`src/rtl/spur_pkg.sv`:
```
package spur_pkg;

    localparam int NCH      = 2;
    localparam int CH_W     = (NCH > 1) ? $clog2(NCH) : 1;
    localparam int CH_MAIN  = 0;
    localparam int CH_AUX   = 1;
    localparam int PHASE_W  = 24;
    localparam int IDX_W    = 8;
    localparam int SAMP_W   = 12;
    localparam int MAG_W    = SAMP_W - 1;
    localparam int GAIN_W   = 12;
    localparam int OUT_W    = 12;
    localparam int SUM_W    = SAMP_W + CH_W;
    localparam int FIELD_W  = 2;
    localparam int SQ_W     = MAG_W + 2 * IDX_W;
    localparam int SQ_SHIFT = 2 * (IDX_W - 2);

    localparam logic [IDX_W-1:0] QTR_IDX  = IDX_W'(1 << (IDX_W - 2));
    localparam logic [IDX_W-1:0] HALF_IDX = IDX_W'(1 << (IDX_W - 1));
    localparam logic [MAG_W-1:0] AMP_MAX  = '1;

    localparam logic signed [SUM_W-1:0] SAT_HI = SUM_W'((2 ** (OUT_W - 1)) - 1);
    localparam logic signed [SUM_W-1:0] SAT_LO = SUM_W'(-(2 ** (OUT_W - 1)));

    typedef enum logic [FIELD_W-1:0] {
        FLD_TUNE   = 2'd0,
        FLD_OFFSET = 2'd1,
        FLD_GAIN   = 2'd2,
        FLD_ENABLE = 2'd3
    } field_e;

    typedef struct packed {
        logic [PHASE_W-1:0] tune;
        logic [PHASE_W-1:0] offset;
        logic [GAIN_W-1:0]  gain;
        logic               enable;
    } chan_cfg_t;

    typedef struct packed {
        logic             neg;
        logic [MAG_W-1:0] mag;
    } wave_t;

    // Folded parabolic cosine: sign and magnitude, symmetric under a half turn.
    function automatic wave_t cos_approx(input logic [IDX_W-1:0] idx);
        logic [IDX_W-1:0] fold;
        logic [IDX_W-1:0] m;
        logic [SQ_W-1:0]  sq;
        wave_t            w;
        fold = idx[IDX_W-1] ? (~idx + 1'b1) : idx;
        if (fold <= QTR_IDX) begin
            m     = fold;
            w.neg = 1'b0;
        end else begin
            m     = HALF_IDX - fold;
            w.neg = 1'b1;
        end
        sq    = SQ_W'(AMP_MAX) * SQ_W'(m) * SQ_W'(m);
        w.mag = AMP_MAX - MAG_W'(sq >> SQ_SHIFT);
        return w;
    endfunction

    function automatic logic signed [OUT_W-1:0] saturate(input logic signed [SUM_W-1:0] s);
        if (s > SAT_HI)
            return {1'b0, {(OUT_W-1){1'b1}}};
        else if (s < SAT_LO)
            return {1'b1, {(OUT_W-1){1'b0}}};
        else
            return s[OUT_W-1:0];
    endfunction

endpackage

```
`src/rtl/spur_cfg_regs.sv`:
```
module spur_cfg_regs
    import spur_pkg::*;
(
    input  logic               clk,
    input  logic               rst,
    input  logic               wr_en,
    input  logic [CH_W-1:0]    wr_chan,
    input  logic [FIELD_W-1:0] wr_field,
    input  logic [PHASE_W-1:0] wr_data,
    input  logic               commit,
    output chan_cfg_t          act_cfg [NCH]
);

    for (genvar c = 0; c < NCH; c++) begin : g_ch
        localparam logic HAS_EN = (c != CH_MAIN);
        localparam chan_cfg_t RST_CFG = '{tune: '0, offset: '0, gain: '0, enable: !HAS_EN};

        chan_cfg_t shadow_q;
        chan_cfg_t active_q;
        logic      sel;

        assign sel = wr_en && (wr_chan == CH_W'(c));

        always_ff @(posedge clk) begin
            if (rst) begin
                shadow_q <= RST_CFG;
                active_q <= RST_CFG;
            end else begin
                if (sel) begin
                    case (field_e'(wr_field))
                        FLD_TUNE:   shadow_q.tune   <= wr_data;
                        FLD_OFFSET: shadow_q.offset <= wr_data;
                        FLD_GAIN:   shadow_q.gain   <= wr_data[GAIN_W-1:0];
                        FLD_ENABLE: if (HAS_EN) shadow_q.enable <= wr_data[0];
                        default:    ;
                    endcase
                end
                if (commit)
                    active_q <= shadow_q;
            end
        end

        assign act_cfg[c] = active_q;
    end

endmodule

```
`src/rtl/spur_phase_acc.sv`:
```
module spur_phase_acc
    import spur_pkg::*;
(
    input  logic               clk,
    input  logic               rst,
    input  logic [PHASE_W-1:0] tune,
    input  logic [PHASE_W-1:0] offset,
    output logic [PHASE_W-1:0] acc,
    output logic [IDX_W-1:0]   idx
);

    logic [PHASE_W-1:0]       acc_q;
    logic [PHASE_W-IDX_W-1:0] frac_unused;

    always_ff @(posedge clk) begin
        if (rst)
            acc_q <= '0;
        else
            acc_q <= acc_q + tune;
    end

    assign {idx, frac_unused} = acc_q + offset;
    assign acc = acc_q;

endmodule

```
`src/rtl/spur_tone_shaper.sv`:
```
module spur_tone_shaper
    import spur_pkg::*;
(
    input  logic                     clk,
    input  logic                     rst,
    input  logic [IDX_W-1:0]         idx,
    input  logic [GAIN_W-1:0]        gain,
    input  logic                     enable,
    output logic signed [SAMP_W-1:0] scaled
);

    localparam int PROD_W = MAG_W + GAIN_W;

    wave_t                     w;
    logic [PROD_W-1:0]         prod;
    logic [MAG_W-1:0]          lvl;
    logic signed [SAMP_W-1:0]  lvl_s;

    assign w     = cos_approx(idx);
    assign prod  = PROD_W'(w.mag) * PROD_W'(gain);
    assign lvl   = MAG_W'(prod >> GAIN_W);
    assign lvl_s = w.neg ? -$signed({1'b0, lvl}) : $signed({1'b0, lvl});

    always_ff @(posedge clk) begin
        if (rst)
            scaled <= '0;
        else
            scaled <= enable ? lvl_s : '0;
    end

endmodule

```
`src/rtl/spur_sum_sat.sv`:
```
module spur_sum_sat
    import spur_pkg::*;
(
    input  logic                     clk,
    input  logic                     rst,
    input  logic signed [SAMP_W-1:0] parts [NCH],
    output logic signed [OUT_W-1:0]  sample
);

    logic signed [SUM_W-1:0] total;

    always_comb begin
        total = '0;
        for (int c = 0; c < NCH; c++)
            total = total + SUM_W'(parts[c]);
    end

    always_ff @(posedge clk) begin
        if (rst)
            sample <= '0;
        else
            sample <= saturate(total);
    end

endmodule

```
`src/rtl/spur_cancel_combiner.sv`:
```
module spur_cancel_combiner
    import spur_pkg::*;
(
    input  logic                    clk,
    input  logic                    rst,
    input  logic                    wr_en,
    input  logic [CH_W-1:0]         wr_chan,
    input  logic [FIELD_W-1:0]      wr_field,
    input  logic [PHASE_W-1:0]      wr_data,
    input  logic                    commit,
    output logic signed [OUT_W-1:0] sample_out
);

    chan_cfg_t                act_cfg [NCH];
    logic [PHASE_W-1:0]       acc     [NCH];
    logic [IDX_W-1:0]         idx     [NCH];
    logic signed [SAMP_W-1:0] scaled  [NCH];

    spur_cfg_regs u_regs (
        .clk      (clk),
        .rst      (rst),
        .wr_en    (wr_en),
        .wr_chan  (wr_chan),
        .wr_field (wr_field),
        .wr_data  (wr_data),
        .commit   (commit),
        .act_cfg  (act_cfg)
    );

    for (genvar c = 0; c < NCH; c++) begin : g_chan
        spur_phase_acc u_acc (
            .clk    (clk),
            .rst    (rst),
            .tune   (act_cfg[c].tune),
            .offset (act_cfg[c].offset),
            .acc    (acc[c]),
            .idx    (idx[c])
        );

        spur_tone_shaper u_shape (
            .clk    (clk),
            .rst    (rst),
            .idx    (idx[c]),
            .gain   (act_cfg[c].gain),
            .enable (act_cfg[c].enable),
            .scaled (scaled[c])
        );
    end

    spur_sum_sat u_sum (
        .clk    (clk),
        .rst    (rst),
        .parts  (scaled),
        .sample (sample_out)
    );

endmodule

```
`config.mk`:
```
export PLATFORM = sky130hd
export DESIGN_NAME = spur_cancel_combiner
export DESIGN_NICKNAME = d
export VERILOG_FILES = /design/src/rtl/spur_pkg.sv /design/src/rtl/spur_cfg_regs.sv /design/src/rtl/spur_phase_acc.sv /design/src/rtl/spur_tone_shaper.sv /design/src/rtl/spur_sum_sat.sv /design/src/rtl/spur_cancel_combiner.sv
export SDC_FILE = /design/constraint.sdc
export NUM_CORES = 2
export LEC_CHECK = 0
export CORE_MARGIN = 2
export CORE_UTILIZATION = 45
export CTS_BUF_LIST = sky130_fd_sc_hd__clkbuf_16
export DETAILED_ROUTE_END_ITERATION = 7
export GPL_TIMING_DRIVEN = 1
export MAX_ROUTING_LAYER = met4
export PLACE_DENSITY_LB_ADDON = 0.12
export SYNTH_ARGS = -nofsm -noshare
export SYNTH_HDL_FRONTEND = slang
export SYNTH_SLANG_ARGS = --single-unit
```
`constraint.sdc`:
```
create_clock -name clk -period 36.8 [get_ports clk]
set_input_delay 7.36 -clock clk [delete_from_list [all_inputs] [get_ports clk]]
set_output_delay 7.36 -clock clk [all_outputs]
set_load 0.02 [all_outputs]
```
==> results.toml <==
[power]
powerDensity_mw_per_mm2 = 22.36
leakage_nw = 19.18
peakVddDrop_v = 0.00004428
total_power_uw = 864.2

[worst_setup_path]
crit_path_max_fanout = 23
slowest_stage = "xnor2_1"
cp.arrival_ns = 21.91
max_stage_delay_ns = 0.79
end_kind = "register"
crit_top_cell = "fa_1"
start_kind = "register"
required_ns = 37.22
critical_path_class = "reg2reg"

[routing]
wl_per_cell_um = 16.39
drt_iter0_markers = 1469
viasPerCell = 5.168
drt_pre_antenna_iters = 5
drc = 0
antenna_left = 0
drt-total-wl_mm = 86.45
vias = 27260

[placed_design]
place_ws_ns = 15.56
dpl_cell_area_mm2 = 0.03746
hpwlAfterDp_mm = 66.51
dp.cells = 5208
io_buffers = 42
gp_congestion = 0.8458

[layout]
drive_gt1_share_pct = 4.639
fin_nets = 5020
fill_cells = 7841
design_area_mm2 = 0.03864
final_core_util_pct = 48.84
seqCellArea_mm2 = 0.006526
multiInputGateArea_mm2 = 0.02655
stdcell_count = 5275
n_antenna_cell = 0
area_growth_pct = 7.180

[synthesis]
yosysSeqAreaShare_pct = 18.10
ys_top_cells_by_area = "fa_1 (23%), dfxtp_1 (18%), ha_1 (13%)"
synth_top_family_by_area = "adder cells"
yosys_warnings = 0
synth_edf_count = 0
ys_ff_latch = 326
synth.area.mux_share_pct = 4.678
synthArstFlopShare_pct = 0
synth_cell_types = 100
synthFlopType = "dfxtp_1"
synthAdderAreaFrac_pct = 36.09
synth_top_area_cell = "fa_1"
netlist_instances = 4240
syn_area_per_cell_um2 = 8.503
synth_simple_gate_area_share_pct = 17.96
synth_top_area_share_pct = 23.04
synth_xor_area_share_pct = 4.550
synth_area_mm2 = 0.03605
synth-compound-area-share_pct = 10.31

[outcome]
status = "finished clean"

[global_routing]
grt_pass1_wl_mm = 144.9
grt_overflow_total = 0
grt_pass1_vias = 27610
track_usage_pct = 22.26
antenna_found_initial = 1
grt_max_degree = 207

[sta]
finalSetupViolCount = 0
rsz0062_at_grt = "false"
worstMarginPinSlew_ns = 1.223
finalMaxSlewViolations = 0
fmax_mhz = 46.52
fin_crit_sh_pct = 58.41
whs_ns = 0.4519
skew_ns = 0.03117
hold_viol_final = 0
min_period_ns = 21.49
max_slew_margin_pct = 18.19
layout_setup_ws_ns = 15.31
tns_ns = 0

[die]
die_area_mm2 = 0.08240
coreArea_mm2 = 0.07913
initial_core_util_pct = 45.56
row_count = 103
die_height_um = 287.1
fp.dieW_um = 287.1
ioPinCount = 43

[clock_tree]
htreeDepth = 2
path_clk_slew_ns = 0.06
ctsResizeCount = 0
clockRootBuffer = "clkbuf_16"
cts_tree = "built"
holdBufCountCts = 0
clock_sinks = 326
worstSkewPairLatency_ns = 0.59
numCtsBuffers = 38
postCtsSetupBuffers = 0
clock_path_buffers = 3

[min_path]
hp-class = "reg2reg"

[flow_run]
drv_cap = 0
layer usage:
layer / up-vias / part of all wire, % / track usage [%]
li1: 13560 / - / -
met1: 13190 / 50 / 30.97
met2: 428 / 45 / 35.22
met3: 80 / 3.6 / 2.341
met4: 0 / 2.0 / 4.518
met5: - / 0 / -
power by group:
part           switching [mW]  leakage, nW  internal (mW)
logic                  0.0905         16.0         0.0504
registers             0.00425         2.63          0.359
clock network           0.162        0.593          0.198
cells in the mapped netlist (all sizes together) (68+ instances only):
master	count
a21o	68
a21oi	224
and2	119
clkbuf	132
dfxtp	326
fa	415
ha	376
inv	624
mux2i	146
nand2	498
nor2	437
o21ai	86
xnor2	98
xor2	85
cells by family (layout without fill, tap and decap cells):
group | Yosys count | count (layout)
AO/OA/AOI/OAI | 573 | 573
multiplexers | 165 | 165
AND/OR/NAND/NOR | 1413 | 1413
XOR/XNOR | 184 | 184
flip-flops | 326 | 326
buffers and inverters | 787 | 771
adder cells (fa/ha/maj) | 791 | 791
other | 1 | 2
worst paths after layout:
| check | startpoint | end | slack, ns | cells past startpoint |
|---|---|---|---|---|
| worst min register to register | u_regs.g_ch[0].shadow_q[59]$_SDFFE_PP0P_ | u_regs.g_ch[0].shadow_q[59]$_SDFFE_PP0P_ | 0.45 | 2 |
| worst max-delay path | g_chan[1].u_acc.acc[1]$_SDFF_PP0_ | g_chan[1].u_shape.scaled[11]$_SDFF_PP0_ | 15.31 | 77 |
| worst min-delay path | u_regs.g_ch[0].shadow_q[59]$_SDFFE_PP0P_ | u_regs.g_ch[0].shadow_q[59]$_SDFFE_PP0P_ | 0.45 | 2 |
| worst max register to register | g_chan[1].u_acc.acc[1]$_SDFF_PP0_ | g_chan[1].u_shape.scaled[11]$_SDFF_PP0_ | 15.31 | 77 |
registers in the layout, summed over array words and instances, names as in the netlist:
register / count
g_chan.u_shape.scaled: 24
u_regs.g_ch.shadow_q: 121
u_sum.sample: 12
g_chan.u_acc.acc: 48
u_regs.act_cfg: 121
cells in the final DEF, fill, tap and decap left out, types with 5 or more instances in the layout:
cell,instances
or4_1,8
ha_1,376
clkinv_2,5
or3_1,29
or2_2,46
and3_1,28
mux2i_1,145
clkbuf_16,38
o31ai_1,8
a21oi_1,222
nor3_1,58
a21o_1,68
o211ai_1,8
clkdlybuf4s50_1,40
o21a_1,20
nand2b_1,41
o211a_1,6
and2_1,119
a211o_1,7
dfxtp_1,326
buf_4,37
nand4_1,13
mux2_2,15
a31o_2,8
fa_1,415
nand3_1,42
o21ai_0,83
nor2b_1,53
clkinv_1,8
a31oi_1,16
inv_1,629
xor2_1,84
o21bai_1,16
a21boi_0,16
or3b_2,5
a311oi_1,7
xnor2_1,97
nor2_1,436
nand2_1,498
a211oi_1,16
area by class of cell:
cell class	instances	share of cell area [%]
inverter	624	6.061
tap	1050	3.400
timing repair buffer	80	1.875
multi-input combinational	3128	68.72
clock inverter	29	0.5990
sequential	326	16.89
clock buffer	38	2.461
worst max-delay path: cells and delay by family (launching register included):
family                     cells  cell delay (ns)
xor gates and xnor gates       4             1.41
AOI/OAI and AO/OA             25             6.41
and+or+nand+nor               14             2.79
adders and majority gates     19             8.11
muxes                          2             0.64
DFF                            1             0.37
buffers and inverters         13             1.54
Note: power is estimated with default switching activity, not from simulation.
